`src/rtl/phyhs_pkg.sv`:
```
package phyhs_pkg;
  localparam int PAYLOAD_W    = 16;
  localparam int CTRL_W       = 20;
  localparam int STAT_W       = 17;
  localparam int CAP_ADDR_BIT = 16;
  localparam int CAP_DATA_BIT = 17;
  localparam int WR_STB_BIT   = 18;
  localparam int RD_STB_BIT   = 19;
  localparam int ACK_BIT      = 16;

  typedef enum logic [3:0] {
    ST_IDLE,
    ST_ADDR_SET,
    ST_ADDR_CAP,
    ST_ADDR_REL,
    ST_DATA_SET,
    ST_DATA_CAP,
    ST_DATA_REL,
    ST_WSTB,
    ST_WREL,
    ST_RSTB,
    ST_RREL,
    ST_DONE
  } hs_state_e;
endpackage

```
`src/rtl/phyhs_sync.sv`:
```
module phyhs_sync #(
  parameter int W = 17
) (
  input  logic         clk,
  input  logic         rst_n,
  input  logic [W-1:0] d,
  output logic [W-1:0] q
);
  logic [W-1:0] meta_q;

  always_ff @(posedge clk or negedge rst_n) begin
    if (!rst_n) begin
      meta_q <= '0;
      q      <= '0;
    end else begin
      meta_q <= d;
      q      <= meta_q;
    end
  end
endmodule

```
`src/rtl/phyhs_poll.sv`:
```
module phyhs_poll #(
  parameter int POLL_CYCLES = 100,
  parameter int MAX_POLLS   = 10
) (
  input  logic clk,
  input  logic rst_n,
  input  logic restart,
  input  logic en,
  input  logic miss,
  output logic tick,
  output logic last
);
  localparam int TW = (POLL_CYCLES > 1) ? $clog2(POLL_CYCLES) : 1;
  localparam int CW = (MAX_POLLS > 1) ? $clog2(MAX_POLLS) : 1;

  logic [TW-1:0] tmr_q, tmr_d;
  logic [CW-1:0] cnt_q, cnt_d;

  always_comb begin
    tmr_d = tmr_q;
    cnt_d = cnt_q;
    if (restart) begin
      tmr_d = '0;
      cnt_d = '0;
    end else if (en) begin
      if (tmr_q == '0) begin
        if (miss) begin
          tmr_d = TW'(POLL_CYCLES - 1);
          cnt_d = cnt_q + 1'b1;
        end
      end else begin
        tmr_d = tmr_q - 1'b1;
      end
    end
  end

  always_ff @(posedge clk or negedge rst_n) begin
    if (!rst_n) begin
      tmr_q <= '0;
      cnt_q <= '0;
    end else begin
      tmr_q <= tmr_d;
      cnt_q <= cnt_d;
    end
  end

  assign tick = en && (tmr_q == '0);
  assign last = (cnt_q == CW'(MAX_POLLS - 1));
endmodule

```
`src/rtl/phyhs_master.sv`:
```
module phyhs_master
  import phyhs_pkg::*;
#(
  parameter int CLK_HZ      = 100_000_000,
  parameter int POLL_CYCLES = CLK_HZ / 1_000_000,
  parameter int MAX_POLLS   = 10
) (
  input  logic                 clk,
  input  logic                 rst_n,
  input  logic                 req_valid,
  input  logic                 req_write,
  input  logic [PAYLOAD_W-1:0] req_addr,
  input  logic [PAYLOAD_W-1:0] req_wdata,
  output logic                 busy,
  output logic                 done,
  output logic                 err,
  output logic [PAYLOAD_W-1:0] rdata,
  output logic [CTRL_W-1:0]    phy_ctrl,
  input  logic [STAT_W-1:0]    phy_stat
);
  hs_state_e state_q, state_d;
  logic [PAYLOAD_W-1:0] addr_q, wdat_q, rdata_q;
  logic                 wr_q, err_q, err_d;
  logic [CTRL_W-1:0]    ctrl_q, ctrl_d;
  logic [STAT_W-1:0]    stat_s;
  logic                 ld_req, ld_rd, tick, last, miss, restart, in_wait, ack_ok;

  function automatic logic is_wait(hs_state_e s);
    return (s == ST_ADDR_CAP) || (s == ST_ADDR_REL) || (s == ST_DATA_CAP) ||
           (s == ST_DATA_REL) || (s == ST_WSTB) || (s == ST_WREL) ||
           (s == ST_RSTB) || (s == ST_RREL);
  endfunction

  function automatic logic want_high(hs_state_e s);
    return (s == ST_ADDR_CAP) || (s == ST_DATA_CAP) || (s == ST_WSTB) || (s == ST_RSTB);
  endfunction

  function automatic logic [CTRL_W-1:0] word_of(hs_state_e s, logic [PAYLOAD_W-1:0] a,
                                                logic [PAYLOAD_W-1:0] d);
    logic [CTRL_W-1:0] w;
    w = '0;
    case (s)
      ST_ADDR_SET, ST_ADDR_REL: w[PAYLOAD_W-1:0] = a;
      ST_ADDR_CAP: begin
        w[PAYLOAD_W-1:0] = a;
        w[CAP_ADDR_BIT]  = 1'b1;
      end
      ST_DATA_SET, ST_DATA_REL, ST_WREL: w[PAYLOAD_W-1:0] = d;
      ST_DATA_CAP: begin
        w[PAYLOAD_W-1:0] = d;
        w[CAP_DATA_BIT]  = 1'b1;
      end
      ST_WSTB: w[WR_STB_BIT] = 1'b1;
      ST_RSTB: w[RD_STB_BIT] = 1'b1;
      default: w = '0;
    endcase
    return w;
  endfunction

  phyhs_sync #(.W(STAT_W)) sync_i (
    .clk(clk), .rst_n(rst_n), .d(phy_stat), .q(stat_s)
  );

  phyhs_poll #(.POLL_CYCLES(POLL_CYCLES), .MAX_POLLS(MAX_POLLS)) poll_i (
    .clk(clk), .rst_n(rst_n), .restart(restart), .en(in_wait), .miss(miss),
    .tick(tick), .last(last)
  );

  assign in_wait = is_wait(state_q);
  assign ack_ok  = (stat_s[ACK_BIT] == want_high(state_q));
  assign ld_req  = (state_q == ST_IDLE) && req_valid;

  // Next state
  always_comb begin
    state_d = state_q;
    err_d   = err_q;
    ld_rd   = 1'b0;
    miss    = 1'b0;
    case (state_q)
      ST_IDLE: if (req_valid) begin
        state_d = ST_ADDR_SET;
        err_d   = 1'b0;
      end
      ST_ADDR_SET: state_d = ST_ADDR_CAP;
      ST_DATA_SET: state_d = ST_DATA_CAP;
      ST_DONE:     state_d = ST_IDLE;
      default: if (tick) begin
        if (ack_ok) begin
          case (state_q)
            ST_ADDR_CAP: state_d = ST_ADDR_REL;
            ST_ADDR_REL: state_d = wr_q ? ST_DATA_SET : ST_RSTB;
            ST_DATA_CAP: state_d = ST_DATA_REL;
            ST_DATA_REL: state_d = ST_WSTB;
            ST_WSTB:     state_d = ST_WREL;
            ST_RSTB: begin
              state_d = ST_RREL;
              ld_rd   = 1'b1;
            end
            default:     state_d = ST_DONE;
          endcase
        end else if (last) begin
          state_d = ST_DONE;
          err_d   = 1'b1;
        end else begin
          miss = 1'b1;
        end
      end
    endcase
  end

  assign restart = (state_d != state_q) && is_wait(state_d);
  assign ctrl_d  = word_of(state_d, ld_req ? req_addr : addr_q, ld_req ? req_wdata : wdat_q);

  // Registers
  always_ff @(posedge clk or negedge rst_n) begin
    if (!rst_n) begin
      state_q <= ST_IDLE;
      err_q   <= 1'b0;
      ctrl_q  <= '0;
    end else begin
      state_q <= state_d;
      err_q   <= err_d;
      ctrl_q  <= ctrl_d;
    end
  end

  always_ff @(posedge clk or negedge rst_n) begin
    if (!rst_n) begin
      addr_q <= '0;
      wdat_q <= '0;
      wr_q   <= 1'b0;
    end else if (ld_req) begin
      addr_q <= req_addr;
      wdat_q <= req_wdata;
      wr_q   <= req_write;
    end
  end

  always_ff @(posedge clk or negedge rst_n) begin
    if (!rst_n) begin
      rdata_q <= '0;
    end else if (ld_rd) begin
      rdata_q <= stat_s[PAYLOAD_W-1:0];
    end
  end

  assign busy     = (state_q != ST_IDLE);
  assign done     = (state_q == ST_DONE);
  assign err      = done && err_q;
  assign rdata    = rdata_q;
  assign phy_ctrl = ctrl_q;
endmodule

```
`config.mk`:
```
export PLATFORM = sky130hd
export DESIGN_NAME = phyhs_master
export DESIGN_NICKNAME = d
export VERILOG_FILES = /design/src/rtl/phyhs_pkg.sv /design/src/rtl/phyhs_sync.sv /design/src/rtl/phyhs_poll.sv /design/src/rtl/phyhs_master.sv
export SDC_FILE = /design/constraint.sdc
export NUM_CORES = 1
export LEC_CHECK = 0
export BUFFER_PORTS_ARGS = -buffer_cell sky130_fd_sc_hd__buf_2
export CORE_MARGIN = 5
export CORE_UTILIZATION = 50
export CTS_CLUSTER_DIAMETER = 200
export DETAILED_ROUTE_END_ITERATION = 6
export GPL_ROUTABILITY_DRIVEN = 0
export PLACE_DENSITY = 0.73
export SYNTH_ARGS = -nofsm -noshare
export SYNTH_HDL_FRONTEND = slang
export SYNTH_SLANG_ARGS = --single-unit
export TNS_END_PERCENT = 50
```
`constraint.sdc`:
```
create_clock -name clk -period 4.65 [get_ports clk]
set_input_delay 0.2325 -clock clk [delete_from_list [all_inputs] [get_ports clk]]
set_output_delay 0.2325 -clock clk [all_outputs]
set_load 0.01 [all_outputs]
```
==> qor.yml <==
clock_network:
  cts_max_level: 4
  clockBufferDepth: 2
  numCtsBuffers: 17
  post_cts_buffers: 0
  cts.clk_slew.worst_paths_ns: 0.06
  clkLatencyLatePin_ns: 0.51
  cts_tree: "yes"
  root_buffer: "clkbuf_8"
  clock_sinks: 119
grt:
  grt_pass1_wl_um: 17900
  overflow: 0
  grt.total_usage_pct: 20.2
  grt_pass1_vias: 3532
  antenna_found_initial: 0
  grt_max_degree: 68
synthesis:
  synth_top_flop_cell: "dfrtp_1"
  synth_area_mm2: 0.00479
  synth_top_family_by_area: "compound AO/OA/AOI/OAI gates"
  synth_seq_cells: 119
  syn-num-nets: 400
  synth_edf_count: 0
  ys_top_cells_by_area: "dfrtp_1 62%, mux2_2 12%, a32o_1 3.3%"
  synth-xor-area-share_pct: 1.46
  seq_area_frac_synth_pct: 62.2
  synthAdderAreaFrac_pct: 0.784
  syn_inst: 344
  synth_compound_area_share_pct: 12.4
  synth.area.mux_share_pct: 11.8
  synth_top_area_cell: "dfrtp_1"
  synth_warnings: 0
  ys_types: 59
  yosysMostFrequentCell: "dfrtp_1"
  avgSynthCellArea_um2: 13.9
  netlist.area_leader.share_pct: 62.2
  synthArstFlopShare_pct: 100
  synthTopCellsByCount: "119 x dfrtp_1, 49 x mux2_2, 18 x nor2_1"
  synth-simple-area-share_pct: 7.92
power_and_ir_drop:
  cellLeakagePower_nw: 3.00
  total_power_mw: 4.16
  p_per_area_mw_per_mm2: 650
  vdd_drop_max_mv: 0.405
route:
  num_vias: 3315
  drc: 0
  firstDrtPassIters: 4
  drtIter0Drc: 135
  vias_per_cell: 5.25
  finalWirelength_um: 10600
  avgRoutedWirePerCell_um: 16.9
  antenna_left: 0
setup_path:
  cp-end-kind: "flip-flop"
  setup.worst_path.start_class: "flip-flop"
  cp.arrival_ns: 3.85
  critPathKind: "flip-flop to flip-flop"
  required_ns: 5.02
  cp_max_fo: 11
sta:
  finalSetupViolCount: 0
  fmax_ghz: 0.287
  skew_ns: 0.0110
  finalHoldViolCount: 0
  hold_slack_ns: 0.0656
  rsz0062_at_grt: "false"
  fin_tns_setup_ns: 0
  setup_ws_ns: 1.17
  drv_slew: 0
  relSlewSlack_pct: 30.3
  min_period_ns: 3.48
  worst_pin_slew_ns: 1.04
  fin_crit_sh_pct: 74.9
layout:
  fin_cells: 631
  multiInputGateArea_mm2: 0.00165
  regArea_mm2: 0.00298
  antennaDiodeCount: 0
  post-route-util_pct: 68.9
  fill_cells: 657
  final_area_mm2: 0.00640
  area_growth_pct: 33.7
  fin_nets: 545
  drive_gt1_share_pct: 40.2
placement:
  place_ws_ns: 1.21
  io_buffers: 91
  post_dp_cell_area_mm2: 0.00532
  dp.cells: 548
  dp_hpwl_um: 6460
floorplan:
  start_util_pct: 51.6
  ios: 92
  die_w_um: 108
  die_area_mm2: 0.0116
  die_y_um: 108
  num_rows: 35
  core_area_mm2: 0.00928
hold_path:
  hold_class: "primary input to flip-flop"
outcome:
  status: "completed"
job:
  cap_violations: 0
-- cells by family (layout without fill, tap and decap cells) --
group | count (synthesis) | in the layout
flops | 119 | 119
simple gates | 67 | 67
mux | 50 | 50
compound gates | 67 | 67
buf+inv | 30 | 188
fa+ha+maj | 3 | 3
xor+xnor | 8 | 8
-- timing repair --
item	in CTS	in global routing
hold buffers	51	0
resized for setup	0	0
hold endpoints to repair	116	0
-- flip-flops by register name, summed over array words and instances (netlist names) --
name,cells
poll_i.cnt_q,4
phy_ctrl,20
wdat_q,16
poll_i.tmr_q,7
err_q,1
sync_i.q,17
wr_q,1
state_q,4
addr_q,16
rdata,16
sync_i.meta_q,17
-- placed cells by master, fill, tap and decap left out, drive strengths merged, types with 4 or more instances in the layout --
cell	count
mux2	50
nor2	18
dlygate4sd3	51
nor3	5
o21ai	10
o211ai	5
buf	94
a21oi	14
nand3	6
clkinv	5
dfrtp	119
nand2	14
xor2	4
inv	18
clkbuf	17
a32o	16
xnor2	4
a211oi	5
nand2b	4
-- where the power goes --
| group | total (mW) | leakage, nW | switching, mW | internal (mW) |
|---|---|---|---|---|
| Combinational | 1.43 | 1.24 | 0.786 | 0.643 |
| Clock | 1.25 | 0.278 | 0.521 | 0.731 |
| Sequential | 1.48 | 1.48 | 0.155 | 1.32 |
| Total | 4.16 | 3.00 | 1.46 | 2.70 |
-- routing by layer --
| layer | vias up | track usage [%] | wire length (um) | share of wire (%) |
|---|---|---|---|---|
| met5 | - | 0 | 0 | 0 |
| met4 | 0 | 6.94 | 195 | 1.8 |
| met3 | 15 | 7.02 | 729 | 6.9 |
| met2 | 99 | 34.2 | 5530 | 52 |
| met1 | 1663 | 24.0 | 4180 | 39 |
| li1 | 1538 | - | - | - |
-- worst paths after layout --
check	from	to	slack, ns	cells past startpoint
max	poll_i.tmr_q[0]	poll_i.cnt_q[3]	1.17	11
min	req_valid	err_q	0.07	4
max reg2reg	poll_i.tmr_q[0]	poll_i.cnt_q[3]	1.17	11
min reg2reg	sync_i.meta_q[5]	sync_i.q[5]	0.35	0
max in group asynchronous	rst_n	addr_q[13]	3.13	3
min in group asynchronous	rst_n	sync_i.meta_q[0]	0.35	2
-- layout make-up --
class | count | area share, %
multi-input combinational | 195 | 25.7
timing repair buffer | 145 | 15.5
sequential | 119 | 46.5
inverter | 11 | 0.841
clock inverter | 15 | 2.44
tap | 129 | 2.52
clock buffer | 17 | 6.47
-- critical path: stages (launching register included) --
cell	delay (ns)
dfrtp_1	0.41
inv_1	0.07
ha_1	0.23
nand2b_1	0.16
nor4_4	0.41
nor2b_1	0.47
a221oi_2	0.12
a2111o_1	0.61
clkinv_8	0.15
o21ai_4	0.08
a22oi_2	0.53
nor2_1	0.11
Power figures use the tool's default switching activity.
